$ cat src/rtl/swchain_pkg.sv
package swchain_pkg;

   typedef enum logic [2:0] {
      ST_IDLE  = 3'd0,
      ST_LO    = 3'd1,
      ST_HI    = 3'd2,
      ST_SETUP = 3'd3,
      ST_LEL   = 3'd4,
      ST_CLR   = 3'd5
   } seq_st_t;

   // Convert a minimum duration in ns to system clocks, rounded up, at least 1.
   function automatic int cyc_of(input int dur_ns, input int per_ns);
      int c;
      c = (dur_ns + per_ns - 1) / per_ns;
      if (c < 1) c = 1;
      return c;
   endfunction

   function automatic int max4(input int a, input int b, input int c, input int d);
      int m;
      m = a;
      if (b > m) m = b;
      if (c > m) m = c;
      if (d > m) m = d;
      return m;
   endfunction

endpackage

$ cat src/rtl/swchain_timer.sv
module swchain_timer #(
   parameter int CNT_W = 4
) (
   input  logic             clk,
   input  logic             rst_n,
   input  logic             load_i,
   input  logic [CNT_W-1:0] val_i,
   output logic             zero_o
);

   logic [CNT_W-1:0] cnt_q;

   generate
      if (CNT_W < 1) begin : g_bad_w
         $error("swchain_timer: CNT_W must be at least 1");
      end
   endgenerate

   always_ff @(posedge clk or negedge rst_n) begin
      if (!rst_n) begin
         cnt_q <= '0;
      end else if (load_i) begin
         cnt_q <= val_i;
      end else if (cnt_q != '0) begin
         cnt_q <= cnt_q - 1'b1;
      end
   end

   assign zero_o = (cnt_q == '0);

endmodule

$ cat src/rtl/swchain_serializer.sv
module swchain_serializer #(
   parameter int NBITS     = 32,
   parameter int SER_STYLE = 0
) (
   input  logic             clk,
   input  logic             rst_n,
   input  logic             load_i,
   input  logic [NBITS-1:0] pat_i,
   input  logic             adv_i,
   output logic             bit_o,
   output logic             last_o
);

   localparam int IDX_W = (NBITS > 1) ? $clog2(NBITS) : 1;
   localparam logic [IDX_W-1:0] TOP_IDX = IDX_W'(NBITS - 1);

   logic [IDX_W-1:0] idx_q;

   generate
      if (NBITS < 2) begin : g_bad_n
         $error("swchain_serializer: NBITS must be at least 2");
      end
      if (SER_STYLE != 0 && SER_STYLE != 1) begin : g_bad_style
         $error("swchain_serializer: SER_STYLE must be 0 or 1");
      end
   endgenerate

   // Remaining-bit index shared by both variants.
   always_ff @(posedge clk or negedge rst_n) begin
      if (!rst_n) begin
         idx_q <= '0;
      end else if (load_i) begin
         idx_q <= TOP_IDX;
      end else if (adv_i && idx_q != '0) begin
         idx_q <= idx_q - 1'b1;
      end
   end

   assign last_o = (idx_q == '0);

   generate
      if (SER_STYLE == 0) begin : g_shift
         // Shifting variant: top bit of a left-moving register drives the line.
         logic [NBITS-1:0] sreg_q;
         always_ff @(posedge clk or negedge rst_n) begin
            if (!rst_n) begin
               sreg_q <= '0;
            end else if (load_i) begin
               sreg_q <= pat_i;
            end else if (adv_i) begin
               sreg_q <= {sreg_q[NBITS-2:0], 1'b0};
            end
         end
         assign bit_o = sreg_q[NBITS-1];
      end else begin : g_index
         // Indexed variant: pattern held still, a mux picks the current bit.
         logic [NBITS-1:0] hold_q;
         always_ff @(posedge clk or negedge rst_n) begin
            if (!rst_n) begin
               hold_q <= '0;
            end else if (load_i) begin
               hold_q <= pat_i;
            end
         end
         assign bit_o = hold_q[idx_q];
      end
   endgenerate

   AST_NO_UNDERFLOW: assert property (@(posedge clk) disable iff (!rst_n)
      adv_i |-> !last_o);

   AST_LOAD_ADV_EXCL: assert property (@(posedge clk) disable iff (!rst_n)
      !(load_i && adv_i));

endmodule

$ cat src/rtl/swchain_prog.sv
module swchain_prog
   import swchain_pkg::*;
#(
   parameter int NUM_DEV      = 2,
   parameter int CH_PER_DEV   = 16,
   parameter int SYS_CLK_NS   = 10,
   parameter int SCLK_HALF_NS = 25,
   parameter int LE_SETUP_NS  = 25,
   parameter int LE_WIDTH_NS  = 12,
   parameter int CLR_WIDTH_NS = 55,
   parameter int SER_STYLE    = 0
) (
   input  logic                          clk,
   input  logic                          rst_n,
   input  logic                          start,
   input  logic [NUM_DEV*CH_PER_DEV-1:0] pattern,
   input  logic                          clear_req,
   output logic                          busy,
   output logic                          done,
   output logic                          sw_clk,
   output logic                          sw_din,
   output logic                          sw_le,
   output logic                          sw_clr
);

   localparam int NBITS     = NUM_DEV * CH_PER_DEV;
   localparam int HALF_CYC  = cyc_of(SCLK_HALF_NS, SYS_CLK_NS);
   localparam int SETUP_CYC = cyc_of(LE_SETUP_NS, SYS_CLK_NS);
   localparam int LEW_CYC   = cyc_of(LE_WIDTH_NS, SYS_CLK_NS);
   localparam int CLRW_CYC  = cyc_of(CLR_WIDTH_NS, SYS_CLK_NS);
   localparam int TMR_MAX   = max4(HALF_CYC, SETUP_CYC, LEW_CYC, CLRW_CYC);
   localparam int TMR_W     = (TMR_MAX > 1) ? $clog2(TMR_MAX) : 1;

   localparam logic [TMR_W-1:0] HALF_LD  = TMR_W'(HALF_CYC - 1);
   localparam logic [TMR_W-1:0] SETUP_LD = TMR_W'(SETUP_CYC - 1);
   localparam logic [TMR_W-1:0] LEW_LD   = TMR_W'(LEW_CYC - 1);
   localparam logic [TMR_W-1:0] CLRW_LD  = TMR_W'(CLRW_CYC - 1);

   // Elaboration-time parameter checks against the devices' minimum timings.
   generate
      if (NUM_DEV < 1) begin : g_bad_dev
         $error("swchain_prog: NUM_DEV must be at least 1");
      end
      if (CH_PER_DEV < 2) begin : g_bad_ch
         $error("swchain_prog: CH_PER_DEV must be at least 2");
      end
      if (SYS_CLK_NS < 1) begin : g_bad_per
         $error("swchain_prog: SYS_CLK_NS must be positive");
      end
      if (SCLK_HALF_NS < 25) begin : g_bad_half
         $error("swchain_prog: shift clock half period below 25 ns (20 MHz)");
      end
      if (LE_SETUP_NS < 25) begin : g_bad_setup
         $error("swchain_prog: strobe setup below 25 ns");
      end
      if (LE_WIDTH_NS < 12) begin : g_bad_lew
         $error("swchain_prog: strobe width below 12 ns");
      end
      if (CLR_WIDTH_NS < 55) begin : g_bad_clrw
         $error("swchain_prog: clear width below 55 ns");
      end
   endgenerate

   seq_st_t          st_q, st_d;
   logic             tmr_load;
   logic [TMR_W-1:0] tmr_val;
   logic             tmr_zero;
   logic             ser_load, ser_adv, ser_bit, ser_last;
   logic             done_d;
   logic             clk_q, le_q, clr_q, done_q;

   swchain_timer #(.CNT_W(TMR_W)) u_tmr (
      .clk    (clk),
      .rst_n  (rst_n),
      .load_i (tmr_load),
      .val_i  (tmr_val),
      .zero_o (tmr_zero)
   );

   swchain_serializer #(.NBITS(NBITS), .SER_STYLE(SER_STYLE)) u_ser (
      .clk    (clk),
      .rst_n  (rst_n),
      .load_i (ser_load),
      .pat_i  (pattern),
      .adv_i  (ser_adv),
      .bit_o  (ser_bit),
      .last_o (ser_last)
   );

   // Sequencer: clear has priority over everything, including a running load.
   always_comb begin
      st_d     = st_q;
      tmr_load = 1'b0;
      tmr_val  = '0;
      ser_load = 1'b0;
      ser_adv  = 1'b0;
      done_d   = 1'b0;
      if (clear_req) begin
         st_d     = ST_CLR;
         tmr_load = 1'b1;
         tmr_val  = CLRW_LD;
      end else begin
         unique case (st_q)
            ST_IDLE: begin
               if (start) begin
                  st_d     = ST_LO;
                  tmr_load = 1'b1;
                  tmr_val  = HALF_LD;
                  ser_load = 1'b1;
               end
            end
            ST_LO: begin
               if (tmr_zero) begin
                  st_d     = ST_HI;
                  tmr_load = 1'b1;
                  tmr_val  = HALF_LD;
               end
            end
            ST_HI: begin
               if (tmr_zero) begin
                  tmr_load = 1'b1;
                  if (ser_last) begin
                     st_d    = ST_SETUP;
                     tmr_val = SETUP_LD;
                  end else begin
                     st_d    = ST_LO;
                     tmr_val = HALF_LD;
                     ser_adv = 1'b1;
                  end
               end
            end
            ST_SETUP: begin
               if (tmr_zero) begin
                  st_d     = ST_LEL;
                  tmr_load = 1'b1;
                  tmr_val  = LEW_LD;
               end
            end
            ST_LEL: begin
               if (tmr_zero) begin
                  st_d   = ST_IDLE;
                  done_d = 1'b1;
               end
            end
            ST_CLR: begin
               if (tmr_zero) begin
                  st_d = ST_IDLE;
               end
            end
            default: st_d = ST_IDLE;
         endcase
      end
   end

   // State and registered pin drivers, decoded from the next state.
   always_ff @(posedge clk or negedge rst_n) begin
      if (!rst_n) begin
         st_q   <= ST_IDLE;
         clk_q  <= 1'b0;
         le_q   <= 1'b1;
         clr_q  <= 1'b0;
         done_q <= 1'b0;
      end else begin
         st_q   <= st_d;
         clk_q  <= (st_d == ST_HI);
         le_q   <= (st_d != ST_LEL);
         clr_q  <= (st_d == ST_CLR);
         done_q <= done_d;
      end
   end

   assign busy   = (st_q != ST_IDLE);
   assign done   = done_q;
   assign sw_clk = clk_q;
   assign sw_din = ser_bit;
   assign sw_le  = le_q;
   assign sw_clr = clr_q;

   AST_LE_HIGH_WHILE_SHIFT: assert property (@(posedge clk) disable iff (!rst_n)
      sw_clk |-> sw_le);

   AST_DIN_STABLE_HIGH: assert property (@(posedge clk) disable iff (!rst_n)
      sw_clk |-> $stable(sw_din));

   AST_DONE_ON_LE_RISE: assert property (@(posedge clk) disable iff (!rst_n)
      done |-> $rose(sw_le));

   AST_LE_LOW_BUSY: assert property (@(posedge clk) disable iff (!rst_n)
      !sw_le |-> busy);

   AST_CLR_QUIET: assert property (@(posedge clk) disable iff (!rst_n)
      sw_clr |-> (sw_le && !sw_clk));

   AST_CLR_NO_DONE: assert property (@(posedge clk) disable iff (!rst_n)
      sw_clr |=> !done);

endmodule

$ cat config.mk
export PLATFORM = sky130hd
export DESIGN_NAME = swchain_prog
export DESIGN_NICKNAME = d
export VERILOG_FILES = /design/src/rtl/swchain_pkg.sv /design/src/rtl/swchain_timer.sv /design/src/rtl/swchain_serializer.sv /design/src/rtl/swchain_prog.sv
export SDC_FILE = /design/constraint.sdc
export NUM_CORES = 1
export LEC_CHECK = 0
export BUFFER_PORTS_ARGS = -buffer_cell sky130_fd_sc_hd__buf_2
export CORE_MARGIN = 2
export CORE_UTILIZATION = 57
export CTS_BUF_LIST = sky130_fd_sc_hd__clkbuf_4 sky130_fd_sc_hd__clkbuf_8
export DETAILED_ROUTE_END_ITERATION = 12
export GPL_TIMING_DRIVEN = 1
export PLACE_DENSITY = 0.78
export SLEW_MARGIN = 10
export SYNTH_ARGS = -nofsm -noshare
export SYNTH_HDL_FRONTEND = slang
export SYNTH_SLANG_ARGS = --single-unit
$ cat constraint.sdc
create_clock -name clk -period 3 [get_ports clk]
set_clock_uncertainty 0.1 [all_clocks]
set_input_delay 0.15 -clock clk [delete_from_list [all_inputs] [get_ports clk]]
set_output_delay 0.15 -clock clk [all_outputs]
set_load 0.005 [all_outputs]
# Word level (Yosys, flattened, before mapping)
# Cells that the tools add are included.
[classes]
bitwise = 0
n_addsub = 2
n_reduce_logical = 13
div = 0
mux = 31
n_shift = 0
order_cmp = 0
mul = 0
n_eq_ne = 8
[op_table]
columns = ["operator", "n"]
rows = [
  ["2-to-1 mux 32 bit", 2],
  ["2-to-1 mux 3 bit", 9],
  ["one-hot mux 3 bit (5 select lines)", 1],
  ["2-to-1 mux 1 bit", 12],
  ["2-to-1 mux 5 bit", 2],
  ["== test 3 x 2 -> 1 bit (second input constant)", 3],
  ["== test 3 bit (second input constant)", 3],
  ["zero test 3 bit", 2],
  ["2-to-1 mux 2 bit", 3],
  ["one-hot mux 2 bit (3 select lines)", 1],
  ["nonzero test 2 bit", 3],
  ["nonzero test 3 bit", 2],
  ["zero test 5 bit", 1],
  ["nonzero test 5 bit", 1],
  ["subtractor 5 x 1 -> 5 bit (second input constant)", 1],
  ["OR reduction 2 bit", 2],
  ["== test 3 x 1 -> 1 bit (second input constant)", 1],
  ["!= test 3 bit (second input constant)", 1],
  ["OR reduction 3 bit", 1],
  ["subtractor 3 x 1 -> 3 bit (second input constant)", 1],
  ["one-hot mux 1 bit (2 select lines)", 1],
  ["logical AND 1 bit", 1],
]
[totals]
out_inout_bits = 6
latch_bits = 0
input_bits = 36
word_cells = 62
mem_count = 0
regBits = 47
romBits = 0
ramBits = 0

# Longest topological paths before layout
# Gate-level depths: netlist (run 1).
[depth]
ltp_word = 8
mapped_depth = 9
depth_no_buf = 6

# Hierarchy
# A second synthesis (run 1) with hierarchy kept.
[hier_totals]
cells_unflattened = 226
area_unflattened_um2 = 2316.0
[by_module_without_submodules]
columns = ["mod", "area_per_inst_um2", "instances", "cells_each", "seq_area_each_um2"]
rows = [
  ["swchain_serializer", 1710.4, 1, 164, 925.9],
  ["swchain_prog", 405.4, 1, 41, 176.4],
  ["swchain_timer", 200.2, 1, 21, 75.1],
]

# Least setup slack after synthesis (run 1)
# No wires, ideal clock.
[synth_timing]
path_type = "reg2reg"
from = "register u_ser.idx_q[0]"
to = "register u_ser.g_shift.sreg_q[21]"
synth_period_minus_slack_ns = 2.081
path_slack_ns = 0.919
stages_incl_launch_ff = 9
setup_time_ns = 0.118
t_required_ns = 2.782
arrival_time_ns = 1.863
n_path_buf = 2
cell_sequence = "dfrtp_1 -> inv_1 -> ha_1 -> or4b_4 -> and4_4 -> buf_6 -> buf_6 -> a22o_1 -> a21o_1"
[synth_via]
elab_chain_cells = 6
[synth_lines]
columns = ["element", "line", "rtl"]
rows = [
  ["from (decl)", "swchain_serializer.sv:17", "logic [IDX_W-1:0] idx_q;"],
  ["from (signal assigned)", "swchain_serializer.sv:35", "idx_q <= idx_q - 1'b1;"],
  ["zero test 5 bit", "swchain_serializer.sv:39", "assign last_o = (idx_q == '0);"],
  ["2-to-1 mux 1 bit", "swchain_prog.sv:122", "if (ser_last) begin"],
  ["2-to-1 mux 1 bit", "swchain_prog.sv:120", "if (tmr_zero) begin"],
  ["2-to-1 mux 1 bit", "swchain_prog.sv:103", "unique case (st_q)"],
  ["2-to-1 mux 1 bit", "swchain_prog.sv:98", "if (clear_req) begin"],
  ["nonzero test 2 bit (no line)", "--", ""],
  ["to (signal assigned)", "swchain_serializer.sv:49", "sreg_q <= pat_i;"],
  ["to (signal assigned)", "swchain_serializer.sv:51", "sreg_q <= {sreg_q[NBITS-2:0], 1'b0};"],
  ["to (decl)", "swchain_serializer.sv:44", "logic [NBITS-1:0] sreg_q;"],
]
# No other way between the ends.
# A chain may end at the register's enable or synchronous reset.

# Final worst setup path (run 1)
[layout_timing]
from = "register u_ser.idx_q[0]"
to = "register u_ser.g_shift.sreg_q[22]"
# The elaborated chain is that of the path after synthesis.

==> reports/qor.txt, run 1 <==
Setup crit end kind - flip-flop
first-pass GRT wire length - 7480 um
Worst EP required - 3130 ps
Post-Route WL - 4430 um
worst-case clock buffer depth - 2
Die Wd - 68.0 um
fin util - 0.686
Final Hold Viols - 0
Post-synth EDFFs - 0
drt first pass iters - 4
DP Cell Count - 302
fmax - 0.419 GHz
vias in the first global route - 1694
H-Tree Depth - 2
leakage power - 1.36 nW
syn_area_per_cell - 10.5 um2
register bit total from synthesis - 47
fin nets - 302
final non-filler cell total - 313
most frequent cells in the layout - 46 x dfrtp_1, 41 x buf_2, 29 x nor2_1, 19 x o22ai_1, 17 x nor3_2
Yosys warnings - 0
fin. max-slew vios - 0
CP Cell Sequence - inv_1 > ha_1 > or4b_4 > and4_4 > nor2_1 > a21o_1
hold slack - 12.2 ps
Core Box Area - 0.00397 mm2
largest net degree at the start of global routing - 48
fraction of layout cells with a size suffix above 1 - 0.297
DPL Wire Length - 3030 um
ranking of synthesized cells by area - dfrtp_1 49%, nor3_2 7.7%, o22ai_1 5.1%
First DRT Iteration DRCs - 86
sequential area share after synthesis - 0.505
area grow syn2layout - 16.9%
largest area contributor in the netlist - dfrtp_1
Worst Setup Path Type - flip-flop to flip-flop
Post-synth top flop - dfrtp_1
Root Driver - clkbuf_8
Slew headroom - 0.324
Worst VDD drop - 0.422 mV
final period utilization - 0.795
die area - 0.00462 mm2
synthesized area - 0.00233 mm2
Final Setup Violations - 0
DRC - 0
GRT Overall Usage - 0.216
CP max stage delay - 560 ps
final worst slack - 615 ps
pre-CTS WS - 614 ps
grt ovf - 0
Slew @ Worst Pin - 1010 ps
Ports - 42
RD Place Congestion - 0.809
DR vias/cell - 5.79
Avg WL per Cell - 14.2 um
# port buffers - 41
area share of the largest cell type after synthesis - 0.494
Die Y - 68.0 um
Worst EP arrival - 2520 ps
CTS Sinks - 47
setup_tns - 0 ps
Syn Inst Count - 223
initial antenna violation count - 0
Fill cells - 298
Detail Route Antenna Nets - 0
commonest non-fill, non-tap cell in the layout - dfrtp_1
pwr dens - 563 mW/mm2
Worst-Skew Late Latency - 300 ps
post-synth net total - 263
outcome - finished clean
cell row count - 23
Tmin final - 2380 ps
CTS Buf Count - 5
asr flop ratio synth - 1.00
CP startpoint kind - flip-flop
min-delay worst type - input port to flip-flop
CTS tree - yes
vias - 1812
slowest CP cell - nor2_1
# Post-CTS Setup Buffers - 0
crit-path max FO - 25
library cells used by synthesis - 43
diode count - 0
RSZ-0062 raised after global routing - no
Clock transition at path regs - 90 ps
max_cap viols - 0
Initial Util - 0.587
synthesized netlist by cell type, drive strengths merged (3+ instances only):
master and number:
clkbuf 9, nor3 23, nand3 3, dfrtp 46
nor2 29, nand2 6, a21oi 9, o21ai 4
buf 8, a22o 11, and3 3, inv 6
a21o 14, o22ai 19, ha 4
sequential cells by signal, summed over array words and instances (netlist names):
name / count
u_ser.g_shift.sreg_q: 32
sw_clk: 1
u_tmr.cnt_q: 3
st_q: 3
sw_le: 1
u_ser.idx_q: 5
done: 1
sw_clr: 1
per-stage QoR:
step / total power [W] / area [um2]
5_1_grt: 0.00161 / 2720
2_1_floorplan: 0.000922 / 2330
3_3_place_gp: 0.000992 / 2560
3_5_place_dp: 0.00100 / 2560
4_1_cts: 0.00155 / 2720
6_report: 0.00153 / 2720
cell type report:
cell class	count	area [um2]	area share
sequential	47	1180	0.432
clock inverter	2	60.1	0.0220
multi-input combinational	153	1040	0.382
tap	50	62.6	0.0230
timing repair buffer	49	285	0.105
clock buffer	6	76.3	0.0280
inverter	6	22.5	0.00827
worst max-delay path, delay by kind of cell (launching register included):
| family | cells | cell delay (ps) |
|---|---|---|
| AO/OA/AOI/OAI | 1 | 220 |
| adder cells (fa/ha/maj) | 1 | 160 |
| buffers and inverters | 1 | 90 |
| flip-flops | 1 | 410 |
| AND/OR/NAND/NOR | 3 | 1340 |
kinds of logic (layout without fill, tap and decap cells):
kind of cell / after synthesis / count (layout) / share of synthesized area
compound gates: 67 / 67 / 0.200
mux: 2 / 2 / 0.00912
simple gates: 77 / 77 / 0.201
buf+inv: 23 / 63 / 0.0515
fa+ha+maj: 4 / 4 / 0.0215
xor+xnor: 3 / 3 / 0.0113
flops: 47 / 47 / 0.505
metal layers:
layer	share of wire	wire length (um)	global-route usage	vias up
li1	-	-	-	884
met1	0.46	2020	0.271	883
met2	0.49	2170	0.370	38
met3	0.039	175	0.0493	7
met4	0.015	65	0.0675	0
met5	0	0	0	-
where the power goes:
part	leakage [nW]	switching, W	internal, W
Clock	0.0688	0.000203	0.000342
Combinational	0.702	0.0000985	0.000116
Sequential	0.589	0.0000608	0.000715
Total	1.36	0.000362	0.00117
what timing repair did:
action / 4_1_cts / 5_1_grt
gates resized for setup: 0 / 0
hold buffers: 3 / 0
endpoints found under the hold margin: 48 / 0
path summary, 6_finish.rpt:
kind                       cells after the start  slack [ps]               startpoint                       end
setup / recovery                               6         620           u_ser.idx_q[0]  u_ser.g_shift.sreg_q[22]
hold / removal                                 3          10               pattern[6]   u_ser.g_shift.sreg_q[6]
setup reg to reg                               6         620           u_ser.idx_q[0]  u_ser.g_shift.sreg_q[22]
hold reg to reg                                1         390  u_ser.g_shift.sreg_q[3]   u_ser.g_shift.sreg_q[3]
max in group asynchronous                      2        1710                    rst_n  u_ser.g_shift.sreg_q[22]
min in group asynchronous                      2         470                    rst_n   u_ser.g_shift.sreg_q[0]
(Power assumes the default switching activity.)
==> run 2, diff against run 1 <==
--- a/config.mk
+++ b/config.mk
@@ -7,11 +7,11 @@
 export LEC_CHECK = 0
 export BUFFER_PORTS_ARGS = -buffer_cell sky130_fd_sc_hd__buf_2
 export CORE_MARGIN = 2
-export CORE_UTILIZATION = 57
+export CORE_UTILIZATION = 52
 export CTS_BUF_LIST = sky130_fd_sc_hd__clkbuf_4 sky130_fd_sc_hd__clkbuf_8
 export DETAILED_ROUTE_END_ITERATION = 12
 export GPL_TIMING_DRIVEN = 1
-export PLACE_DENSITY = 0.78
+export PLACE_DENSITY = 0.75
 export SLEW_MARGIN = 10
 export SYNTH_ARGS = -nofsm -noshare
 export SYNTH_HDL_FRONTEND = slang
==> constraint.sdc (replaced) <==
create_clock -name clk -period 1.95 [get_ports clk]
set_clock_uncertainty 0.1 [all_clocks]
set_input_delay 0.0975 -clock clk [delete_from_list [all_inputs] [get_ports clk]]
set_output_delay 0.0975 -clock clk [all_outputs]
set_load 0.005 [all_outputs]
==> run 2 against run 1 <==
The run now ends with setup timing left. Setup slack worse by 700 ps. Largest power group unchanged. Power is 48% higher. Clock power is 8.6% higher. Largest cell class unchanged. Count of clock-buffer cells in the layout stayed put. Core utilization is 8.9 points higher. Global-route usage is 1.9 points higher. Critical path depth is 3 higher.
==> reports/qor.txt, run 2 (synthesized netlist as in run 1, its figures left out) <==
Worst VDD drop - 0.467 mV (was 0.422 mV)
Fill cells - 286 (was 298)
vias in the first global route - 1991 (was 1694)
reg2reg start - u_ser.idx_q[1] (was u_ser.idx_q[0])
Reg2Reg Depth - 9 (was 6)
min-delay worst type - input port to flip-flop (unchanged)
Worst EP arrival - 2170 ps (was 2520 ps)
Setup crit end kind - flip-flop (unchanged)
leakage power - 1.62 nW (was 1.36 nW)
pwr dens - 679 mW/mm2 (was 563 mW/mm2)
RSZ-0062 raised after global routing - yes (was no)
largest net degree at the start of global routing - 48 (unchanged)
worst-case clock buffer depth - 2 (unchanged)
drt first pass iters - 4 (unchanged)
initial antenna violation count - 0 (unchanged)
Ports - 42 (unchanged)
placed cell areas - 0.00272 mm2 (was 0.00256 mm2)
final period utilization - 1.04 (was 0.795)
RD Place Congestion - 0.813 (was 0.809)
failing checks - setup timing
CTS Sinks - 47 (unchanged)
cell area after layout - 0.00335 mm2 (was 0.00272 mm2)
Final Setup Violations - 23 (was 0)
Worst-Skew Late Latency - 310 ps (was 300 ps)
Worst EP required - 2090 ps (was 3130 ps)
area grow syn2layout - 43.7% (was 16.9%)
Worst Setup Path Type - flip-flop to flip-flop (unchanged)
Root Driver - clkbuf_8 (unchanged)
DR vias/cell - 5.88 (was 5.79)
Post-Route WL - 6620 um (was 4430 um)
most frequent cells in the layout - 46 x dfrtp_1, 41 x buf_2, 32 x dlygate4sd3_1, 27 x nor2_1, 19 x nor3_2 (was 46 x dfrtp_1, 41 x buf_2, 29 x nor2_1, 19 x o22ai_1, 17 x nor3_2)
Die Wd - 71.0 um (was 68.0 um)
H-Tree Depth - 2 (unchanged)
CTS Buf Count - 5 (unchanged)
WHS Path Cells - 3 (unchanged)
DRC - 0 (unchanged)
fraction of layout cells with a size suffix above 1 - 0.382 (was 0.297)
# port buffers - 41 (unchanged)
hold slack - 14.7 ps (was 12.2 ps)
Die Y - 71.0 um (was 68.0 um)
Tmin final - 2040 ps (was 2380 ps)
CTS tree - yes (unchanged)
Core Box Area - 0.00432 mm2 (was 0.00397 mm2)
reg2reg end - u_ser.g_shift.sreg_q[7] (was u_ser.g_shift.sreg_q[22])
CP endpoint - u_ser.g_shift.sreg_q[7] (was u_ser.g_shift.sreg_q[22])
first-pass GRT wire length - 9220 um (was 7480 um)
diode count - 0 (unchanged)
First DRT Iteration DRCs - 194 (was 86)
Largest Register - u_ser.g_shift.sreg_q (unchanged)
Avg WL per Cell - 18.1 um (was 14.2 um)
GRT Overall Usage - 0.235 (was 0.216)
cell row count - 24 (was 23)
crit-path max FO - 5 (was 25)
final worst slack - -85.7 ps (was 615 ps)
biggest regs - u_ser.g_shift.sreg_q x32, u_ser.idx_q x5 (unchanged)
Largest register FFs - 32 (unchanged)
max_cap viols - 0 (unchanged)
Final Hold Viols - 0 (unchanged)
grt ovf - 0 (unchanged)
Detail Route Antenna Nets - 0 (unchanged)
Clock transition at path regs - 80 ps (was 90 ps)
die area - 0.00503 mm2 (was 0.00462 mm2)
reg2reg setup slack - -90 ps (was 620 ps)
Slew @ Worst Pin - 321 ps (was 1010 ps)
fin. max-slew vios - 0 (unchanged)
fmax - 0.491 GHz (was 0.419 GHz)
Initial Util - 0.539 (was 0.587)
commonest non-fill, non-tap cell in the layout - dfrtp_1 (unchanged)
outcome - finished, violations left (was finished clean)
vias - 2153 (was 1812)
Slew headroom - 0.784 (was 0.324)
DPL Wire Length - 3330 um (was 3030 um)
fin nets - 354 (was 302)
CP startpoint kind - flip-flop (unchanged)
pre-CTS WS - -63.5 ps (was 614 ps)
Worst Setup SP - u_ser.idx_q[1] (was u_ser.idx_q[0])
==> run 2: cell types whose count changed in the layout (fill, tap and decap cells not counted), moves of 3 or more <==
cell / delta
nor3_1: -3
o22ai_1: -6
o22ai_2: +6
buf_4: +10
dlygate4sd3_1: +29
buf_12: +3
buf_6: +7
==> run 2: what timing repair did <==
action | CTS | global route
hold endpoints to repair | 78 | 0
setup endpoints to repair | 32 | 37
hold buffers | 32 | 0
pin swaps | 9 | 20
gates cloned | 0 | 4
gates resized for setup | 3 | 26
buffers inserted | 0 | 4
==> run 2: cell type report <==
class / instances / area [um2] / share of cell area
Multi-Input combinational cell: 154 / 1160 / 0.346
Clock inverter: 1 / 5.00 / 0.00149
Sequential cell: 47 / 1180 / 0.352
Inverter: 6 / 22.5 / 0.00672
Tap cell: 52 / 65.1 / 0.0194
Timing Repair Buffer: 100 / 840 / 0.251
Clock buffer: 6 / 82.6 / 0.0247
==> run 2: through the flow <==
step	std cells	setup TNS [ps]	util	power, W
floorplan	223	-2600	-	0.00142
global placement	319	-2.85	0.630	0.00156
detailed placement	319	-939	0.630	0.00158
CTS	358	-503	0.725	0.00222
global route	366	-3140	0.775	0.00240
finish	366	-1040	0.775	0.00228
==> run 2: worst min path at each step <==
stage,start,slack (ps),end
after floorplan,rst_n,-300,done
after global placement,rst_n,0.9,u_ser.g_shift.sreg_q[25]
after detailed placement,rst_n,4,u_ser.g_shift.sreg_q[26]
after CTS,pattern[3],4,u_ser.g_shift.sreg_q[3]
after global routing,pattern[3],30,u_ser.g_shift.sreg_q[3]
final,pattern[3],10,u_ser.g_shift.sreg_q[3]
==> run 2: metal layers <==
| layer | track usage | share of wire |
|---|---|---|
| met1 | 0.306 | 0.42 |
| met2 | 0.390 | 0.52 |
| met3 | 0.0484 | 0.035 |
| met4 | 0.0818 | 0.015 |
| met5 | 0 | 0 |
==> run 2: worst max-delay path, cell delays in order (launching register included) <==
cell and delay (ps):
dfrtp_1 400, inv_2 80, ha_4 130, or4b_4 500, buf_6 140, nand4_1 90
buf_6 160, clkbuf_16 160, o22ai_2 80, nor2_1 130
==> run 2: power breakdown <==
part | switching (W) | internal [W] | leakage [nW]
clock | 0.000314 | 0.000278 | 0.0470
combinational | 0.000204 | 0.000272 | 0.979
sequential | 0.000107 | 0.00110 | 0.589
==> run 3, diff against run 2 <==
--- a/config.mk
+++ b/config.mk
@@ -7,11 +7,12 @@
 export LEC_CHECK = 0
 export BUFFER_PORTS_ARGS = -buffer_cell sky130_fd_sc_hd__buf_2
 export CORE_MARGIN = 2
-export CORE_UTILIZATION = 52
+export CORE_UTILIZATION = 60
 export CTS_BUF_LIST = sky130_fd_sc_hd__clkbuf_4 sky130_fd_sc_hd__clkbuf_8
 export DETAILED_ROUTE_END_ITERATION = 12
 export GPL_TIMING_DRIVEN = 1
-export PLACE_DENSITY = 0.75
+export PLACE_DENSITY = 0.82
+export SETUP_SLACK_MARGIN = 0.4
 export SLEW_MARGIN = 10
 export SYNTH_ARGS = -nofsm -noshare
 export SYNTH_HDL_FRONTEND = slang
==> constraint.sdc (replaced) <==
create_clock -name clk -period 2.46 [get_ports clk]
set_clock_uncertainty 0.1 [all_clocks]
set_input_delay 0.123 -clock clk [delete_from_list [all_inputs] [get_ports clk]]
set_output_delay 0.123 -clock clk [all_outputs]
set_load 0.005 [all_outputs]
==> run 3 against run 2 <==
The run now ends clean. Combinational power is 35% lower. Flip-flop and latch count stayed put. Critical path depth is 2 lower. Worst hold slack worse by 3.8 ps. Clock power is 13% higher. Core utilization is 4.3 points higher. Global-route usage is 1.8 points higher. Die area is 13% lower. Critical path type unchanged. Largest power group unchanged.
==> reports/qor.txt, run 3 (synthesized netlist as in run 1, its figures left out) <==
pwr dens - 641 mW/mm2 (was 679 mW/mm2)
NetSw - 0.000474 W (was 0.000625 W)
Ports - 42 (unchanged)
outcome - finished clean (was finished, violations left)
slowest CP cell - or4b_4 (unchanged)
DRC - 0 (unchanged)
DPL Wire Length - 3130 um (was 3330 um)
Worst EP required - 2540 ps (was 2090 ps)
final period utilization - 0.842 (was 1.04)
Initial Util - 0.632 (was 0.539)
clock power share - 0.344 (was 0.260)
Power Internal - 0.00146 W (was 0.00165 W)
CTS Buf Count - 5 (unchanged)
initial antenna violation count - 0 (unchanged)
min-delay worst type - input port to flip-flop (unchanged)
First DRT Iteration DRCs - 89 (was 194)
most frequent cells in the layout - 46 x dfrtp_1, 41 x buf_2, 29 x nor2_1, 19 x o22ai_1, 16 x nor3_2 (was 46 x dfrtp_1, 41 x buf_2, 32 x dlygate4sd3_1, 27 x nor2_1, 19 x nor3_2)
combinational power share - 0.160 (was 0.209)
Slew @ Worst Pin - 583 ps (was 321 ps)
# port buffers - 41 (unchanged)
GRT Overall Usage - 0.253 (was 0.235)
placed cell areas - 0.00261 mm2 (was 0.00272 mm2)
Core Box Area - 0.00369 mm2 (was 0.00432 mm2)
fin. max-slew vios - 0 (unchanged)
Final Hold Viols - 0 (unchanged)
Largest register FFs - 32 (unchanged)
worst-case clock buffer depth - 2 (unchanged)
biggest regs - u_ser.g_shift.sreg_q x32, u_ser.idx_q x5 (unchanged)
first-pass GRT wire length - 8360 um (was 9220 um)
Post-Route WL - 5640 um (was 6620 um)
Slew headroom - 0.611 (was 0.784)
setup_tns - 0 ps (was -1040 ps)
largest net degree at the start of global routing - 48 (unchanged)
cell area after layout - 0.00302 mm2 (was 0.00335 mm2)
commonest non-fill, non-tap cell in the layout - dfrtp_1 (unchanged)
sequential power share - 0.496 (was 0.530)
CP max stage delay - 460 ps (was 500 ps)
Clock transition at path regs - 80 ps (about the same)
diode count - 0 (unchanged)
Final Setup Violations - 0 (was 23)
Worst Setup Path Type - flip-flop to flip-flop (unchanged)
Worst-Skew Late Latency - 290 ps (was 310 ps)
Detail Route Antenna Nets - 0 (unchanged)
Setup crit end kind - flip-flop (unchanged)
drt first pass iters - 5 (was 4)
cell row count - 22 (was 24)
fin nets - 326 (was 354)
Root Driver - clkbuf_8 (unchanged)
CP startpoint kind - flip-flop (unchanged)
fmax - 0.483 GHz (was 0.491 GHz)
vias - 1967 (was 2153)
vias in the first global route - 1831 (was 1991)
crit-path max FO - 7 (was 5)
Worst EP arrival - 2160 ps (was 2170 ps)
final worst slack - 388 ps (was -85.7 ps)
leakage power - 1.49 nW (was 1.62 nW)
Fill cells - 205 (was 286)
area grow syn2layout - 29.4% (was 43.7%)
max_cap viols - 0 (unchanged)
fraction of layout cells with a size suffix above 1 - 0.338 (was 0.382)
H-Tree Depth - 2 (unchanged)
RD Place Congestion - 0.818 (was 0.813)
DR vias/cell - 5.87 (was 5.88)
RSZ-0062 raised after global routing - yes (unchanged)
pre-CTS WS - 286 ps (was -63.5 ps)
Switching Share - 0.245 (was 0.275)
Largest Register - u_ser.g_shift.sreg_q (unchanged)
Avg WL per Cell - 16.8 um (was 18.1 um)
die area - 0.00440 mm2 (was 0.00503 mm2)
Worst VDD drop - 0.664 mV (was 0.467 mV)
grt ovf - 0 (unchanged)
CTS tree - yes (unchanged)
CP Cell Sequence - inv_2 > ha_4 > or4b_4 > and4_4 > clkbuf_16 > a22o_1 > a21o_1 (was inv_2 > ha_4 > or4b_4 > buf_6 > nand4_1 > buf_6 > clkbuf_16 > o22ai_2 > nor2_1)
Tmin final - 2070 ps (was 2040 ps)
Die Y - 66.3 um (was 71.0 um)
Die Wd - 66.3 um (was 71.0 um)
CTS Sinks - 47 (unchanged)
## run 3: changes by cell type in the layout (fill, tap and decap cells not counted), moves of 3 or more
cell / delta
buf_6: -4
dlygate4sd3_1: -18
nor3_2: -3
o22ai_1: +6
o22ai_2: -6
## run 3: final timing paths
check | from | end | cells past startpoint | slack (ps)
max | u_ser.idx_q[1] | u_ser.g_shift.sreg_q[29] | 7 | 390
min | pattern[16] | u_ser.g_shift.sreg_q[16] | 3 | 10
max reg2reg | u_ser.idx_q[1] | u_ser.g_shift.sreg_q[29] | 7 | 390
min reg2reg | u_ser.g_shift.sreg_q[21] | u_ser.g_shift.sreg_q[21] | 1 | 390
max in group asynchronous | rst_n | u_ser.g_shift.sreg_q[13] | 3 | 1510
min in group asynchronous | rst_n | u_ser.idx_q[3] | 3 | 360
## run 3: timing repair
item	in CTS	in global routing
hold buffers	13	1
gates resized for setup	4	9
pin swaps	0	11
buffers inserted	6	1
hold endpoints to repair	58	1
endpoints found under the setup margin	7	29
cloned	0	1
## run 3: worst max-delay path, delay by kind of cell, from the launching register on
family	cells	cell delay [ps]
buffers and inverters	2	260
DFF	1	410
AOI/OAI and AO/OA	2	360
adders and majority gates	1	130
and+or+nand+nor	2	710
## run 3: power groups by stage
stage | sequential [W] | clock (W) | combinational (W)
after floorplan | 0.000940 | 0 | 0.000188
after global placement | 0.000960 | 0 | 0.000253
after detailed placement | 0.000963 | 0 | 0.000264
after CTS | 0.000949 | 0.000676 | 0.000290
after global routing | 0.000967 | 0.000713 | 0.000350
final | 0.000959 | 0.000666 | 0.000310
## run 3: metrics by stage
| stage | utilization | instances | power, W | hold WS (ps) |
|---|---|---|---|---|
| 2_1_floorplan | - | 223 | 0.00113 | -273 |
| 3_3_place_gp | 0.706 | 305 | 0.00121 | 145 |
| 6_report | 0.818 | 335 | 0.00194 | 10.9 |
| 4_1_cts | 0.794 | 332 | 0.00192 | 0.108 |
| 5_1_grt | 0.818 | 335 | 0.00203 | 13.1 |
| 3_5_place_dp | 0.706 | 305 | 0.00123 | 152 |
## run 3: layer usage
layer,track usage,routed length (um)
met4,0.0995,91
met3,0.0443,252
met5,0,0
met1,0.336,2400
met2,0.410,2890
## run 3: final cells by class
type	count	area (um2)	area share
inverter	6	22.5	0.00747
multi-input combinational	153	1090	0.360
sequential	47	1180	0.390
tap	48	60.1	0.0199
clock inverter	2	60.1	0.0199
clock buffer	6	76.3	0.0253
timing repair buffer	73	534	0.177
